==> src/rtl/ob_xlate_win.sv <==
module ob_xlate_win #(
  parameter int NREG   = 4,
  parameter int TYPE_W = 5,
  localparam int IW    = (NREG > 1) ? $clog2(NREG) : 1
) (
  input  logic          clk,
  input  logic          rst_n,
  input  logic          cfg_wr,
  input  logic [IW-1:0] cfg_idx,
  input  logic [2:0]    cfg_sel,
  input  logic [31:0]   cfg_wdata,
  input  logic          req_valid,
  output logic          req_ready,
  input  logic [63:0]   req_addr,
  output logic          rsp_valid,
  input  logic          rsp_ready,
  output logic [63:0]   rsp_addr,
  output logic          rsp_hit,
  output logic [IW-1:0] rsp_region,
  output logic          rsp_wide
);

  logic [31:0]       base_lo [NREG];
  logic [31:0]       base_hi [NREG];
  logic [31:0]       limit   [NREG];
  logic [31:0]       tgt_lo  [NREG];
  logic [31:0]       tgt_hi  [NREG];
  logic [TYPE_W-1:0] rtype   [NREG];
  logic              enab    [NREG];

  logic [NREG-1:0]   match;
  logic [IW-1:0]     sel;
  logic [31:0]       offs;
  logic [63:0]       xaddr;
  logic [63:0]       nxt;
  logic              fire;

  always_ff @(posedge clk) begin
    if (!rst_n) begin
      for (int i = 0; i < NREG; i++) begin
        base_lo[i] <= '0;
        base_hi[i] <= '0;
        limit[i]   <= '0;
        tgt_lo[i]  <= '0;
        tgt_hi[i]  <= '0;
        rtype[i]   <= '0;
        enab[i]    <= 1'b0;
      end
    end else if (cfg_wr) begin
      case (cfg_sel)
        3'd0: rtype[cfg_idx]   <= cfg_wdata[TYPE_W-1:0];
        3'd1: enab[cfg_idx]    <= cfg_wdata[31];
        3'd2: base_lo[cfg_idx] <= cfg_wdata;
        3'd3: base_hi[cfg_idx] <= cfg_wdata;
        3'd4: limit[cfg_idx]   <= cfg_wdata;
        3'd5: tgt_lo[cfg_idx]  <= cfg_wdata;
        3'd6: tgt_hi[cfg_idx]  <= cfg_wdata;
        default: ;
      endcase
    end
  end

  for (genvar g = 0; g < NREG; g++) begin : g_cmp
    assign match[g] = enab[g] && (rtype[g] == '0) &&
                      (req_addr[63:32] == base_hi[g]) &&
                      (req_addr[31:0] >= base_lo[g]) &&
                      (req_addr[31:0] <= limit[g]);
  end

  always_comb begin
    sel = '0;
    for (int i = NREG - 1; i >= 0; i--)
      if (match[i]) sel = IW'(i);
  end

  assign offs  = req_addr[31:0] - base_lo[sel];
  assign xaddr = {tgt_hi[sel], tgt_lo[sel]} + {32'h0, offs};
  assign nxt   = (|match) ? xaddr : req_addr;

  assign req_ready = !rsp_valid || rsp_ready;
  assign fire      = req_valid && req_ready;

  always_ff @(posedge clk) begin
    if (!rst_n) begin
      rsp_valid  <= 1'b0;
      rsp_addr   <= '0;
      rsp_hit    <= 1'b0;
      rsp_region <= '0;
      rsp_wide   <= 1'b0;
    end else if (fire) begin
      rsp_valid  <= 1'b1;
      rsp_addr   <= nxt;
      rsp_hit    <= |match;
      rsp_region <= sel;
      rsp_wide   <= |nxt[63:32];
    end else if (rsp_ready) begin
      rsp_valid  <= 1'b0;
    end
  end

endmodule


==> config.mk <==
export PLATFORM = sky130hd
export DESIGN_NAME = ob_xlate_win
export DESIGN_NICKNAME = d
export VERILOG_FILES = /design/src/rtl/ob_xlate_win.sv
export SDC_FILE = /design/constraint.sdc
export NUM_CORES = 2
export LEC_CHECK = 0
export BUFFER_PORTS_ARGS = -buffer_cell sky130_fd_sc_hd__buf_4
export CAP_MARGIN = 20
export CORE_ASPECT_RATIO = 0.9
export CORE_MARGIN = 2
export CORE_UTILIZATION = 51
export CTS_BUF_LIST = sky130_fd_sc_hd__clkbuf_8
export CTS_CLUSTER_SIZE = 28
export DETAILED_ROUTE_END_ITERATION = 10
export PLACE_DENSITY_LB_ADDON = 0.05
export REMOVE_ABC_BUFFERS = 1
export SLEW_MARGIN = 20
export SYNTH_ARGS = -nofsm -noshare
export SYNTH_HDL_FRONTEND = slang
export SYNTH_SLANG_ARGS = --single-unit
==> constraint.sdc <==
create_clock -name clk -period 14.7 [get_ports clk]
set_input_delay 1.47 -clock clk [delete_from_list [all_inputs] [get_ports clk]]
set_output_delay 1.47 -clock clk [all_outputs]
set_load 0.05 [all_outputs]
==> qor.tcl <==
set qor(cts_resized) 0
set qor(worst_path_largest_cell_delay_ns) 0.95
set qor(whs_path_depth) 2
set qor(postPlaceCellArea_sq_um) 45830
set qor(timing.slew.headroom_pct) 14.93
set qor(placement_rows) 101
set qor(cts_root_buf) {sky130_fd_sc_hd__clkbuf_8}
set qor(route.detailed.wl_per_inst_microns) 26.75
set qor(static-leakage-power_nw) 21.53
set qor(avgViaCountPerCell) 6.089
set qor(r2r_start) {limit[3][25]}
set qor(r2r_cells) 47
set qor(syn-cell-area_sq_um) 43610
set qor(cts_hold_buf) 0
set qor(final_max_slew_viol_count) 0
set qor(synth.top_cell.area_share_pct) 45.51
set qor(post-place-cells) 5306
set qor(timing.critical_path.fanout_max) 57
set qor(post_synth_mux_area_share_pct) 0.9869
set qor(unrepaired_setup_endpoints_after_global_routing) {no}
set qor(worst-endpoint-required_ns) 15.40
set qor(drc) 0
set qor(synth-seq-cells) 733
set qor(timing.hold.worst.start) {rsp_addr[61]}
set qor(tightest_slew_ns) 1.264
set qor(synth_seq_area_share_pct) 48.82
set qor(synth-xor-area-share_pct) 4.318
set qor(cts.repair_timing.setup_buffer_count) 0
set qor(routabilityCongestion) 0.9769
set qor(final_critical_path_setup_slack_ns) 1.296
set qor(non_filler_instances) 5544
set qor(worst_ir_drop_vdd_uv) 87.03
set qor(final_net_count) 4734
set qor(cp_slowest_cell) {sky130_fd_sc_hd__o21ai_0}
set qor(timing.final.crit_period_ns) 13.40
set qor(synth_largest_area_cell) {sky130_fd_sc_hd__edfxtp_1}
set qor(cts_tree) {done}
set qor(reg2reg_to) {rsp_wide}
set qor(rrSetupSlack_ns) 1.92
set qor(grt_pass1_wl_mm) 217.0
set qor(synth_enable_flop_cells) 661
set qor(synthesis.yosys.warnings) 0
set qor(asr_flop_ratio_synth_pct) 0
set qor(netlist-cell-type-count) 94
set qor(initial_core_util_pct) 51.59
set qor(clkLatencyLatePin_ns) 0.82
set qor(die-height_microns) 281.4
set qor(placement.io_buffers) 175
set qor(synth_area_leaders) {sky130_fd_sc_hd__edfxtp_1 46%, sky130_fd_sc_hd__ha_1 9.2%, sky130_fd_sc_hd__and3_1 7.8%, sky130_fd_sc_hd__nand2_1 3.6%, sky130_fd_sc_hd__dfxtp_1 3.3%}
set qor(switch_share_pct) 30.50
set qor(die_w_microns) 312.2
set qor(status) {completed}
set qor(switching_power_mw) 1.590
set qor(synth_compound_area_share_pct) 9.972
set qor(hold_viol_final) 0
set qor(cp_arrival_ns) 14.10
set qor(cts.htree.levels) 4
set qor(synthesis_to_finish_area_growth_pct) 10.72
set qor(proportion_of_layout_cells_with_a_drive_suffix_above_1_pct) 11.21
set qor(groute.usage.overall_pct) 33.56
set qor(maxCapViolCount) 0
set qor(sequentialPowerShare_pct) 46.6
set qor(tritoncts_num_sinks) 733
set qor(gr-total-overflow) 0
set qor(ant_nets) 0
set qor(min-delay-path-class) {reg -> reg}
set qor(comb_power_share_pct) 18.0
set qor(yosys.area_share.simple_pct) 21.28
set qor(initial_antenna_violation_count) 11
set qor(end_kind) {register}
set qor(critical_path.most_common_cell) {sky130_fd_sc_hd__o21ai_0}
set qor(place_hpwl_mm) 101.9
set qor(die_area_sq_um) 87870
set qor(fmax_mhz) 74.60
set qor(clock_pin_transition_on_the_worst_setup_and_hold_timing_paths_ns) 0.06
set qor(hold-worst-slack_ns) 0.4632
set qor(internal_power_mw) 3.624
set qor(iteration_0_drc_markers) 3811
set qor(layout.cell_area.non_filler_sq_um) 48290
set qor(via_count) 33760
set qor(final_min_period_over_clock_period_pct) 91.19
set qor(hold_end) {rsp_addr[61]}
set qor(synth_area_per_cell_sq_um) 10.26
set qor(design.core.area_sq_um) 84540
set qor(clkPwrFrac_pct) 35.4
set qor(setup-violations-final) 0
set qor(synth_top_family_by_area) {simple AND/OR/NAND/NOR gates}
set qor(firstDrtPassIters) 5
set qor(worst-setup-path-type) {in -> reg}
set qor(vias_in_the_first_global_route) 31860
set qor(largest_net_degree_at_the_start_of_global_routing) 170
set qor(design.portCount) 176
set qor(top_flip_flop_cell_by_instance_count_after_synthesis) {sky130_fd_sc_hd__edfxtp_1}
set qor(cts_made_buffers) 132
set qor(wl_mm) 148.3
set qor(cellPowerDensity_nw_per_um2) 108.0
set qor(dpl_worst_slack_ns) 0.9037
set qor(synth_adder_area_share_pct) 9.244
set qor(setup_tns_final_ns) 0
set qor(worstSetupStartpointType) {primary input}
set qor(syn_inst) 4249
set qor(finalClockSkew_ns) 0.03142
set qor(cts-root-to-sink-buffers) 3
-- metrics by stage --
| stage | power (mW) | utilization, % |
|---|---|---|
| CTS | 5.217 | 57.10 |
| global placement | 3.386 | 54.20 |
| detailed placement | 3.392 | 54.21 |
| floorplan | 3.008 | - |
| global route | 5.404 | 57.11 |
| finish | 5.214 | 57.11 |
-- per-layer routing --
| layer | track usage, % | vias up | wire [microns] |
|---|---|---|---|
| met5 | 0 | - | 0 |
| met4 | 8.851 | 0 | 3366 |
| met3 | 5.465 | 207 | 13010 |
| met2 | 50.79 | 1505 | 65300 |
| met1 | 49.96 | 16500 | 66620 |
| li1 | - | 15540 | - |
-- state kept, by name, indices dropped and copies added, names as in the netlist --
name and flops:
base_hi 128, base_lo 128, enab 4, limit 128, rsp_addr 64, rsp_hit 1
rsp_region 2, rsp_valid 1, rsp_wide 1, rtype 20, tgt_hi 128, tgt_lo 128
-- cell usage after synthesis (all sizes together), types with 29 or more instances --
| master | n |
|---|---|
| nor2 | 120 |
| o211ai | 69 |
| xor2 | 40 |
| nand2 | 416 |
| a31oi | 42 |
| and2 | 211 |
| and3 | 544 |
| dfxtp | 72 |
| ha | 319 |
| nor4 | 43 |
| a21oi | 143 |
| edfxtp | 661 |
| buf | 30 |
| clkbuf | 289 |
| a21o | 40 |
| xnor2 | 169 |
| nand3 | 58 |
| nand4 | 99 |
| o21ai | 180 |
| mux2i | 34 |
| nor3 | 69 |
| inv | 284 |
| o211a | 29 |
-- area by class of cell --
type / instances / area, sq um
well taps: 1133 / 1418
flip-flops and latches: 733 / 21290
multi-input cells: 2913 / 20230
clock buffers: 141 / 1941
fillers: 7315 / 36260
inverters: 284 / 1066
diodes: 3 / 7.507
repair buffers: 243 / 1837
clock inverters: 94 / 496.7
-- how the worst max path moves through the flow --
stage / slack, ns / startpoint / end
after floorplan: 0.34 / req_addr[14] / rsp_wide
after global placement: 0.62 / req_addr[0] / rsp_wide
after detailed placement: 0.90 / req_addr[0] / rsp_wide
after CTS: 1.69 / req_addr[0] / rsp_wide
after global routing: 0.63 / req_addr[0] / rsp_wide
final: 1.30 / req_addr[0] / rsp_wide
-- placed cells by master (no fill, tap or decap), types with 10 or more instances in the layout --
master and n:
sky130_fd_sc_hd__a21boi_0 12, sky130_fd_sc_hd__nor2_1 112, sky130_fd_sc_hd__and3_1 544, sky130_fd_sc_hd__a21oi_1 143, sky130_fd_sc_hd__mux2i_1 34, sky130_fd_sc_hd__ha_1 319
sky130_fd_sc_hd__xor2_1 40, sky130_fd_sc_hd__nand3_1 58, sky130_fd_sc_hd__clkbuf_8 141, sky130_fd_sc_hd__edfxtp_1 661, sky130_fd_sc_hd__nor2b_1 19, sky130_fd_sc_hd__o21ai_0 164
sky130_fd_sc_hd__nor4_1 33, sky130_fd_sc_hd__o22ai_1 18, sky130_fd_sc_hd__a21o_1 40, sky130_fd_sc_hd__dfxtp_1 72, sky130_fd_sc_hd__inv_1 333, sky130_fd_sc_hd__and2_1 209
sky130_fd_sc_hd__o21a_1 18, sky130_fd_sc_hd__a2111oi_0 10, sky130_fd_sc_hd__nand2_1 412, sky130_fd_sc_hd__o21ai_4 11, sky130_fd_sc_hd__nand4_1 98, sky130_fd_sc_hd__o211ai_1 68
sky130_fd_sc_hd__clkinv_2 11, sky130_fd_sc_hd__nor3_1 63, sky130_fd_sc_hd__or3_1 15, sky130_fd_sc_hd__buf_4 242, sky130_fd_sc_hd__a31oi_1 41, sky130_fd_sc_hd__and4_1 14
sky130_fd_sc_hd__a211oi_1 23, sky130_fd_sc_hd__xnor2_1 162, sky130_fd_sc_hd__clkinv_1 18, sky130_fd_sc_hd__o211a_1 29, sky130_fd_sc_hd__nand2b_1 18
-- power by group through the flow --
stage	Sequential (mW)	Clock, mW	Combinational [mW]
5_1_grt	2.44	1.95	1.01
2_1_floorplan	2.51	0	0.502
4_1_cts	2.43	1.86	0.923
6_report	2.43	1.84	0.939
3_5_place_dp	2.47	0	0.919
3_3_place_gp	2.47	0	0.915
-- worst max-delay path, delay by kind of cell --
kind | cells | cell delay (ns)
AO/OA/AOI/OAI | 22 | 6.93
AND/OR/NAND/NOR | 15 | 2.90
buffers and inverters | 4 | 1.26
adder cells (fa/ha/maj) | 3 | 0.97
XOR/XNOR | 2 | 0.30
multiplexers | 1 | 0.21
-- cells by family (layout without fill, tap and decap cells) --
logic type,Yosys count,in the layout
multiplexers,42,42
flip-flops,733,733
AO/OA/AOI/OAI,665,665
other,0,3
XOR/XNOR,209,209
AND/OR/NAND/NOR,1676,1676
buffers and inverters,603,762
adder cells (fa/ha/maj),321,321
Power figures use the tool's default switching activity.
